## config.mk

```make
export PLATFORM = sky130hd
export DESIGN_NAME = spi_tmon
export DESIGN_NICKNAME = d
export VERILOG_FILES = /design/src/rtl/spi_tmon_pkg.sv /design/src/rtl/spi_tmon_run.sv /design/src/rtl/spi_tmon_rules.sv /design/src/rtl/spi_tmon_latch.sv /design/src/rtl/spi_tmon.sv
export SDC_FILE = /design/constraint.sdc
export NUM_CORES = 1
export LEC_CHECK = 0
export CAP_MARGIN = 25
export CORE_MARGIN = 3
export CORE_UTILIZATION = 40
export CTS_CLUSTER_DIAMETER = 40
export CTS_CLUSTER_SIZE = 40
export DETAILED_ROUTE_END_ITERATION = 16
export PLACE_DENSITY = 0.58
export SLEW_MARGIN = 20
export SYNTH_ARGS = -nofsm -noshare
export SYNTH_HDL_FRONTEND = slang
export SYNTH_SLANG_ARGS = --single-unit
```

## constraint.sdc

```tcl
create_clock -name clk -period 3.2 [get_ports clk]
set_input_delay 0.96 -clock clk [delete_from_list [all_inputs] [get_ports clk]]
set_output_delay 0.96 -clock clk [all_outputs]
set_load 0.05 [all_outputs]
```

## src/rtl/spi_tmon_pkg.sv

```systemverilog
package spi_tmon_pkg;

  localparam int unsigned RULE_COUNT = 8;

  // Bit position of each rule in the violation vector; lower index wins.
  typedef enum logic [2:0] {
    RULE_SEL_AT_RESET = 3'd0,
    RULE_SEL_SETUP    = 3'd1,
    RULE_SEL_QUIET    = 3'd2,
    RULE_DESEL_HOLD   = 3'd3,
    RULE_RESEL_GAP    = 3'd4,
    RULE_SCK_HIGH     = 3'd5,
    RULE_SCK_LOW      = 3'd6,
    RULE_DATA_HOLD    = 3'd7
  } rule_e;

  typedef logic [RULE_COUNT-1:0] rule_vec_t;

  function automatic int unsigned umax(input int unsigned a, input int unsigned b);
    return (a > b) ? a : b;
  endfunction

endpackage

```

## src/rtl/spi_tmon_run.sv

```systemverilog
// Level tracker: last sampled level plus saturating length of its run.
module spi_tmon_run #(
  parameter int unsigned CW       = 3,
  parameter int unsigned SAT      = 5,
  parameter bit          IDLE_LVL = 1'b0
) (
  input  logic          clk,
  input  logic          rst_n,
  input  logic          lvl_i,
  output logic          lvl_q,
  output logic [CW-1:0] run_q
);

  localparam logic [CW-1:0] RUN_MAX = CW'(SAT);

  // Reset pretends the line has idled long enough to satisfy every limit.
  always_ff @(posedge clk or negedge rst_n) begin
    if (!rst_n) begin
      lvl_q <= IDLE_LVL;
      run_q <= RUN_MAX;
    end else begin
      lvl_q <= lvl_i;
      if (lvl_i != lvl_q)
        run_q <= CW'(1);
      else if (run_q != RUN_MAX)
        run_q <= run_q + CW'(1);
    end
  end

  AST_RUN_RESTART: assert property (@(posedge clk) disable iff (!rst_n)
    (lvl_i != lvl_q) |=> (run_q == CW'(1)));

  AST_RUN_BOUNDED: assert property (@(posedge clk) disable iff (!rst_n)
    (run_q != '0) && (run_q <= RUN_MAX));

endmodule

```

## src/rtl/spi_tmon_rules.sv

```systemverilog
// Combinational rule evaluation for the current sample against history.
module spi_tmon_rules
  import spi_tmon_pkg::*;
#(
  parameter int unsigned DW         = 4,
  parameter int unsigned CW         = 3,
  parameter int unsigned SEL_IDLE   = 2,
  parameter int unsigned SEL_QUIET  = 3,
  parameter int unsigned DESEL_IDLE = 2,
  parameter int unsigned RESEL_GAP  = 4,
  parameter int unsigned EDGE_HOLD  = 4,
  parameter int unsigned DATA_HOLD  = 2
) (
  input  logic          first_i,
  input  logic          cs_n_i,
  input  logic          cs_n_q,
  input  logic [CW-1:0] cs_run_i,
  input  logic          sck_i,
  input  logic          sck_q,
  input  logic [CW-1:0] sck_run_i,
  input  logic [DW-1:0] sdi_i,
  input  logic [DW-1:0] sdi_q,
  output rule_vec_t     viol_o
);

  localparam logic [CW-1:0] L_SEL_IDLE   = CW'(SEL_IDLE);
  localparam logic [CW-1:0] L_SEL_QUIET  = CW'(SEL_QUIET);
  localparam logic [CW-1:0] L_DESEL_IDLE = CW'(DESEL_IDLE);
  localparam logic [CW-1:0] L_RESEL_GAP  = CW'(RESEL_GAP);
  localparam logic [CW-1:0] L_EDGE_HOLD  = CW'(EDGE_HOLD);
  localparam logic [CW-1:0] L_DATA_HOLD  = CW'(DATA_HOLD);

  logic          sel_fall, desel_rise, sck_rise, sck_fall;
  logic          sel_quiet_ok, desel_quiet_ok;
  logic [CW-1:0] sel_age, sck_age;

  always_comb begin
    sel_fall   = cs_n_q & ~cs_n_i;
    desel_rise = ~cs_n_q & cs_n_i;
    sck_rise   = ~sck_q & sck_i;
    sck_fall   = sck_q & ~sck_i;

    // Low run ending at t-1 covers t-1 and earlier; t itself must be low too.
    sel_quiet_ok   = ~sck_i & ~sck_q & (sck_run_i >= L_SEL_IDLE);
    desel_quiet_ok = ~sck_i & ~sck_q & (sck_run_i >= L_DESEL_IDLE);

    // Samples elapsed since the select fall (0 on the fall sample itself).
    sel_age = (cs_n_q == cs_n_i) ? cs_run_i : '0;
    // Samples elapsed since the SCK rise (0 on the rise sample itself).
    sck_age = sck_q ? sck_run_i : '0;

    viol_o = '0;
    viol_o[RULE_SEL_AT_RESET] = first_i & ~cs_n_i;
    if (!first_i) begin
      viol_o[RULE_SEL_SETUP]  = sel_fall & ~sel_quiet_ok;
      viol_o[RULE_SEL_QUIET]  = ~cs_n_i & sck_i & (sel_age < L_SEL_QUIET);
      viol_o[RULE_DESEL_HOLD] = desel_rise & ~desel_quiet_ok;
      viol_o[RULE_RESEL_GAP]  = sel_fall & (cs_run_i <= L_RESEL_GAP);
      viol_o[RULE_SCK_HIGH]   = sck_fall & (sck_run_i <= L_EDGE_HOLD);
      viol_o[RULE_SCK_LOW]    = sck_rise & (sck_run_i <= L_EDGE_HOLD);
      viol_o[RULE_DATA_HOLD]  = sck_i & (sdi_i != sdi_q) & (sck_age <= L_DATA_HOLD);
    end
  end

endmodule

```

## src/rtl/spi_tmon_latch.sv

```systemverilog
// First-violation capture: lowest set bit wins, then frozen until reset.
module spi_tmon_latch
  import spi_tmon_pkg::*;
(
  input  logic      clk,
  input  logic      rst_n,
  input  rule_vec_t viol_i,
  output logic      err_o,
  output rule_vec_t code_o
);

  rule_vec_t pick;
  logic      hit;

  always_comb begin
    pick = '0;
    hit  = 1'b0;
    for (int i = 0; i < int'(RULE_COUNT); i++) begin
      if (viol_i[i] && !hit) begin
        pick[i] = 1'b1;
        hit     = 1'b1;
      end
    end
  end

  always_ff @(posedge clk or negedge rst_n) begin
    if (!rst_n) begin
      err_o  <= 1'b0;
      code_o <= '0;
    end else if (!err_o && hit) begin
      err_o  <= 1'b1;
      code_o <= pick;
    end
  end

  AST_CODE_ONEHOT: assert property (@(posedge clk) disable iff (!rst_n)
    err_o |-> $onehot(code_o));

  AST_STICKY_HOLD: assert property (@(posedge clk) disable iff (!rst_n)
    err_o |=> (err_o && $stable(code_o)));

  AST_RISE_HAS_CAUSE: assert property (@(posedge clk) disable iff (!rst_n)
    $rose(err_o) |-> ($past(viol_i) != '0));

endmodule

```

## src/rtl/spi_tmon.sv

```systemverilog
module spi_tmon
  import spi_tmon_pkg::*;
#(
  parameter int unsigned DW         = 4,
  parameter int unsigned SEL_IDLE   = 2,
  parameter int unsigned SEL_QUIET  = 3,
  parameter int unsigned DESEL_IDLE = 2,
  parameter int unsigned RESEL_GAP  = 4,
  parameter int unsigned EDGE_HOLD  = 4,
  parameter int unsigned DATA_HOLD  = 2
) (
  input  logic                  clk,
  input  logic                  rst_n,
  input  logic                  cs_n,
  input  logic                  sck,
  input  logic [DW-1:0]         sdi,
  output logic                  err_flag,
  output logic [RULE_COUNT-1:0] err_code
);

  localparam int unsigned LIM = umax(umax(umax(SEL_IDLE, SEL_QUIET), umax(DESEL_IDLE, RESEL_GAP)),
                                     umax(EDGE_HOLD, DATA_HOLD));
  localparam int unsigned SAT = LIM + 1;
  localparam int unsigned CW  = $clog2(SAT + 1);

  logic          first_q;
  logic          cs_n_q, sck_q;
  logic [CW-1:0] cs_run, sck_run;
  logic [DW-1:0] sdi_q;
  rule_vec_t     viol;

  always_ff @(posedge clk or negedge rst_n) begin
    if (!rst_n) begin
      first_q <= 1'b1;
      sdi_q   <= '0;
    end else begin
      first_q <= 1'b0;
      sdi_q   <= sdi;
    end
  end

  spi_tmon_run #(.CW(CW), .SAT(SAT), .IDLE_LVL(1'b1)) u_cs_run (
    .clk(clk), .rst_n(rst_n), .lvl_i(cs_n), .lvl_q(cs_n_q), .run_q(cs_run)
  );

  spi_tmon_run #(.CW(CW), .SAT(SAT), .IDLE_LVL(1'b0)) u_sck_run (
    .clk(clk), .rst_n(rst_n), .lvl_i(sck), .lvl_q(sck_q), .run_q(sck_run)
  );

  spi_tmon_rules #(
    .DW(DW), .CW(CW), .SEL_IDLE(SEL_IDLE), .SEL_QUIET(SEL_QUIET), .DESEL_IDLE(DESEL_IDLE),
    .RESEL_GAP(RESEL_GAP), .EDGE_HOLD(EDGE_HOLD), .DATA_HOLD(DATA_HOLD)
  ) u_rules (
    .first_i(first_q), .cs_n_i(cs_n), .cs_n_q(cs_n_q), .cs_run_i(cs_run),
    .sck_i(sck), .sck_q(sck_q), .sck_run_i(sck_run),
    .sdi_i(sdi), .sdi_q(sdi_q), .viol_o(viol)
  );

  spi_tmon_latch u_latch (
    .clk(clk), .rst_n(rst_n), .viol_i(viol), .err_o(err_flag), .code_o(err_code)
  );

  AST_SEL_AT_RESET: assert property (@(posedge clk) disable iff (!rst_n)
    (first_q && !cs_n && !err_flag) |=> (err_code == RULE_COUNT'(1)));

  AST_FIRST_SILENT: assert property (@(posedge clk) disable iff (!rst_n)
    (first_q && cs_n && !err_flag) |=> !err_flag);

endmodule

```

== After elaboration in Yosys (flattened, before gate mapping) ==
Cells that the tools add are included.
Word-level totals
  memories: 0
  memory bits (writable): 0
  word-level logic and storage cells: 82
  bits in latches: 0
  bits in read-only memories: 0
  flip-flop bits (word level): 22
Cells by class
  order comparisons: 5
  equal/unequal tests: 6
  add/subtract/negate cells: 2
  bitwise operators: 21
  muxes and demuxes: 22
  divide/modulo/power cells: 0
  shift-type cells: 0
  multipliers: 0
  reductions and logical operators: 18
Operators with widths (number)
  2-to-1 mux 3 bit: 6
  bitwise AND 1 bit: 16
  2-to-1 mux 1 bit: 15
  logical AND 1 bit: 8
  logical NOT 1 bit: 8
  2-to-1 mux 7 bit: 1
  adder 3 x 1 -> 3 bit, second input constant: 2
  less-or-equal comparator 3 bit, second input constant: 2
  != test 3 bit, second input constant: 2
  NOT 1 bit: 5
  != test 4 bit: 1
  nonzero test 2 bit: 2
  greater-or-equal comparator 3 x 2 -> 1 bit, second input constant: 1
  less-or-equal comparator 3 x 2 -> 1 bit, second input constant: 1
  less-than comparator 3 x 2 -> 1 bit, second input constant: 1
  != test 1 bit: 2
  == test 1 bit: 1

== Longest topological paths before layout ==
  depth after elaboration: 27
  gate-level depth with buffers: 7
  mapped depth without buffers: 7

== Modules after synthesis ==
From an unflattened synthesis, not the netlist that was laid out.
Second synthesis, totals
  cell total of the unflattened synthesis: 109
  area, all modules: 1191.1 um^2
By module, submodules not included
  spi_tmon_latch: sequential area each 225.2 um^2, times used 1, area an instance 452.9 um^2, cells each 47
  spi_tmon_run at u_cs_run: sequential area each 103.8 um^2, times used 1, area an instance 210.2 um^2, cells each 16
  spi_tmon_run at u_sck_run: sequential area each 102.6 um^2, times used 1, area an instance 209.0 um^2, cells each 16
  spi_tmon_rules: sequential area each 0.0 um^2, times used 1, area an instance 188.9 um^2, cells each 24
  spi_tmon: sequential area each 126.4 um^2, times used 1, area an instance 130.1 um^2, cells each 6

== Least setup slack after synthesis ==
Ideal clock, no wire load.
  path kind: in2reg
  from: input port cs_n
  to: register u_latch.code_o[5]
  path slack: 1.086 ns
  stages on the path: 6
  data arrival time: 1.996 ns
  cells stage by stage: inv_1 > ha_1 > a211o_1 > nand3_1 > o21ai_0 > a21o_1
Between the ends
  word-level cells in the longest chain between the ends: 25
  elaborated cells on any way between the ends: 37
RTL lines
  start, declared: RTL line spi_tmon.sv:14  | input logic cs_n,
  branches (longest 14 deep; another with less-than comparator 3 x 2 -> 1 bit)
  2-to-1 mux 1 bit *: RTL line spi_tmon_latch.sv:19  | if (viol_i[i] && !hit) begin
  logical NOT 1 bit: RTL line spi_tmon_latch.sv:19
  logical AND 1 bit: RTL line spi_tmon_latch.sv:19
  2-to-1 mux 1 bit: RTL line spi_tmon_latch.sv:19
  logical NOT 1 bit: RTL line spi_tmon_latch.sv:19
  logical AND 1 bit: RTL line spi_tmon_latch.sv:19
  2-to-1 mux 1 bit: RTL line spi_tmon_latch.sv:19
  logical NOT 1 bit: RTL line spi_tmon_latch.sv:19
  logical AND 1 bit: RTL line spi_tmon_latch.sv:19
  2-to-1 mux 1 bit: RTL line spi_tmon_latch.sv:19
  logical AND 1 bit: RTL line spi_tmon_latch.sv:30  | end else if (!err_o && hit) begin
  end signal, assigned: RTL line spi_tmon_latch.sv:32  | code_o <= pick;
  end, declared: RTL line spi_tmon_latch.sv:9  | output rule_vec_t code_o
Every way passes the cells marked *.
A chain may end at the register's enable or synchronous reset.

== Worst setup path after layout ==
  from: register u_latch.err_o
  to: output port err_flag
RTL lines
  start, declared: RTL line spi_tmon_latch.sv:8  | output logic err_o,
  start signal, assigned: RTL line spi_tmon_latch.sv:28  | err_o <= 1'b0;
  start signal, assigned: RTL line spi_tmon_latch.sv:31  | err_o <= 1'b1;
  end, declared: RTL line spi_tmon.sv:17  | output logic err_flag,
No word-level cell between the ends.

==> results.txt <==
The flow ran to the end, and the final reports show no timing, DRC or antenna violations. The min-delay analysis places its worst path in the category reg -> reg. Setup repair after global routing left no endpoint under its margin. The total global routing track utilization was 13.92%; the half-perimeter wire length after detailed placement was 1664 um.

In this run the critical register-to-register path is captured at u_latch.code_o[0]. The fraction of layout instances using a drive strength above 1 came out at 17.39%. The critical path capture point is err_flag. For the number of placement rows, the log shows 19. The final routed wire length divided by cell count came out at 12.69 um. The first-pass GRT wire length is 3788 um.

For the count of final hold-check violations, the log shows 0. Largest fanout on the critical path: 7. The most critical setup path has its startpoint at u_latch.err_o. For this run, the top clock speed supported by timing is 0.3857 GHz.

For this block, the initial DRC count from the detailed router was 19. The startpoint kind of the worst setup timing path is a flip-flop. The logs give 867 for the total via count in the routed design and 23 for the largest net degree at the start of global routing. The met3 routing resource usage after global routing was 4.612%; the post-layout net count was 158.

After clock tree synthesis, the clock-pin slew on the worst setup and hold paths is 120 ps. At the worst endpoint, the arrival time is 1630 ps. For the worst supply voltage drop on vdd, the log shows 0.0002944 V. After detailed routing, the number of vias per cell comes to 5.130. For this run, design rule violations remaining after detail routing come to 0. The share of async-settable or async-resettable flops after synthesis came out at 100.0%. For this design, the CTS-stage hold fixing added 0 buffers.

For this configuration, the core starts out at a cell density of 42.90%. In this run the register-to-register setup slack is 1460 ps. For the wire length reported by the detailed router, the log shows 2145 um. Compared with the post-synthesis result, the final layout area differs by 19.18%.

By startpoint and endpoint, the worst setup path is classified as reg -> out. The number of buffers inserted by post-CTS setup repair came out at 0. The number of antenna violations at the first check in global routing is 0. The net switching power came out at 0.0002408 W. In the synthesized netlist, the cells that appear most often are dfrtp_1 (16), inv_1 (16), ha_1 (11), nand2_1 (9), nor2_1 (7). Kind of cell adding the most delay to the critical path: buffers and inverters. During I/O placement, the number of pins put on the boundary was 17. The number of standard cells after synthesis was 117. Summing the sequential cell areas from Yosys gives 45.98% of the chip area.

The repair_antennas step left the layout with diodes totalling 0. The number of max-slew violations in the final report is 0. The run gives 820 as the number of global-route vias before repair.

The worst register-to-register path has a depth of 7. The tree is rooted in a clkbuf_4. For the pin with the worst max-slew slack, the measured transition is 499.2 ps.

The sequential power share came out at 53.2%. Global routing consumed, on the met2 layer, 22.21% of the routing resources. The internal power of the cells was 0.0004647 W. Minimum period implied by the final worst setup slack: 2592 ps. The congestion estimate from routability-driven global placement came to 0.7522. STA classifies the critical path endpoint as a primary output.

During placement, the flow inserted port buffers numbering 16. Per report_power, the combinational group accounts for 28.4% of the total. In this run, synthesis produced a sequential element count of 22.

The max capacitance violation total came out at 0. The total power per unit cell area was 487.8 nW/um^2; the total of fill cells in the finished design was 275. The finished layout holds 169 standard cells, fillers aside. From bottom edge to top edge, the die measures 61.09 um.

The mean post-synth cell area was 10.37 sq um; the number of buffers inserted during clock tree synthesis was 3. During synthesis, Yosys emitted a total of 0 warnings. Walking the worst path, the cells encountered are clkdlybuf4s50_1. The overall die width was 61.09 um; the largest incremental delay on the critical path was 850 ps. Counting every net in the synthesized netlist gives 136. Ranked by total cell area, the synthesized netlist is headed by dfrtp_1 (33%), dfstp_2 (13%), ha_1 (11%), inv_1 (4.9%), o21ai_2 (3.6%). For the final routed database, the setup TNS stands at 0 ps. Counting every sink on the clock net gives 22.

The synthesized design contains 0 enable-type register cells. Counting tap cells, the placed design contains a total of 165 instances. The fraction of met1 tracks used by global routing is 18.16%, and the total of endpoints with negative setup slack in the final report is 0. The core region is 2829 sq um. STA puts the critical path data required time at 2240 ps. Measured against its own limit, the worst slew margin works out to 66.62%. In this run the remaining antenna-violating nets after routing total 0.

The post-cts gate resize count is 0, and the logic depth of the worst setup path including buffers is 1. The analysis attributes to cell leakage a power of 0.6884 nW. Of the post-synthesis cell area, the dominant cell type holds 32.99%.

The clock passes through at most 2 buffers. In this run the critical register-to-register path is launched from u_cs_run.lvl_q. The count of TritonRoute iterations in the first routing pass is 4. The mapped netlist covers 1214 sq um. For the worst-skew pair, the clock arrives at the later sink with an insertion delay of 300 ps. Largest area contributor in the netlist: dfrtp_1. The number of buffers and inverters on the critical path works out to 1. Clock skew on the completed layout was measured at 0.7078 ps. In the synthesized netlist the dominant register cell turns out to be dfrtp_1.

Among all stages on the critical path, the largest delay is contributed by clkdlybuf4s50_1. Net switching is 34.13% of the power. The tools report the share of total power in the clock network as 18.4%.

TritonCTS built the clock tree. The share of the cycle needed by the critical path after routing came out at 81.01%. The most congested layer reported by global routing is met2. For the number of distinct library cell variants in the gate-level netlist after synthesis, the log shows 35. The H-tree depth was 1; the area of the die was 3731 sq um.

Total congestion overflow: 0.
## power groups by stage
stage                     sequential, W  clock, W  combinational (W)
after floorplan                0.000369         0           0.000154
after global placement         0.000378         0           0.000196
after detailed placement       0.000380         0           0.000200
after CTS                      0.000375  0.000140           0.000202
after global routing           0.000384  0.000153           0.000237
final                          0.000375  0.000130           0.000200
## metrics by stage
step / hold WS, ps / utilization [%] / setup WS, ps / cell area (sq um) / power, W
after floorplan: 529.1 / - / 1086 / 1214 / 0.0005230
after global placement: 474.3 / 50.20 / 432.9 / 1420 / 0.0005738
after detailed placement: 478.1 / 50.20 / 412.9 / 1420 / 0.0005807
after CTS: 506.6 / 51.13 / 582.7 / 1446 / 0.0007174
after global routing: 527.4 / 51.13 / 519.2 / 1446 / 0.0007739
final: 497.8 / 51.13 / 607.6 / 1446 / 0.0007055
## sequential cells by signal, summed over array words and instances, names as in the netlist
signal           count
u_cs_run.run_q       3
u_latch.err_o        1
u_sck_run.run_q      3
u_sck_run.lvl_q      1
u_cs_run.lvl_q       1
sdi_q                4
u_latch.code_o       8
first_q              1
## cells in the final DEF, fill, tap and decap left out, types with 2 or more instances in the layout
master,synthesis,layout
dfrtp_1,16,16
nand2_1,9,9
nand2b_1,4,4
a21o_1,3,3
a21boi_0,2,2
clkdlybuf4s50_1,0,16
nand3_1,4,4
xnor2_1,2,2
ha_1,11,11
o21ai_0,3,3
o211ai_2,2,2
nor3_1,2,2
inv_1,16,16
a21oi_1,3,3
dfstp_2,6,6
o21ai_2,5,5
xor2_1,4,4
nor2_1,7,7
clkbuf_4,0,3
## metal layers
layer / share of wire (%) / up-vias
met5: 0 / -
met2: 45 / 15
li1: - / 436
met3: 4.6 / 2
met1: 49 / 414
met4: 0.79 / 0
## cells by family (layout without fill, tap and decap cells)
kind of cell / Yosys count / after routing / share of synthesized area, %
AOI/OAI and AO/OA: 29 / 29 / 19.69
xor gates and xnor gates: 6 / 6 / 4.330
adders and majority gates: 11 / 11 / 11.34
buffers and inverters: 17 / 38 / 5.258
DFF: 22 / 22 / 45.98
other: 1 / 1 / 0.3090
and+or+nand+nor: 31 / 31 / 13.09
## final cells by class
type,instances,area [sq um],share of cell area [%]
sequential,22,558.0,38.58
multi-input combinational,78,591.8,40.92
tap,31,38.79,2.682
clock buffer,4,26.28,1.817
inverter,17,63.81,4.412
timing repair buffer,17,167.7,11.59
## worst min path at each step
stage | start | endpoint | slack, ps | depth (start not counted)
after global placement | u_latch.code_o[5] | u_latch.code_o[5] | 470 | 1
after detailed placement | u_latch.code_o[5] | u_latch.code_o[5] | 480 | 1
after CTS | u_latch.code_o[5] | u_latch.code_o[5] | 510 | 1
final | u_latch.code_o[5] | u_latch.code_o[5] | 500 | 1
after floorplan | u_sck_run.run_q[2] | u_sck_run.run_q[2] | 530 | 2
after global routing | u_latch.code_o[5] | u_latch.code_o[5] | 530 | 1
Power figures use the tool's default switching activity.
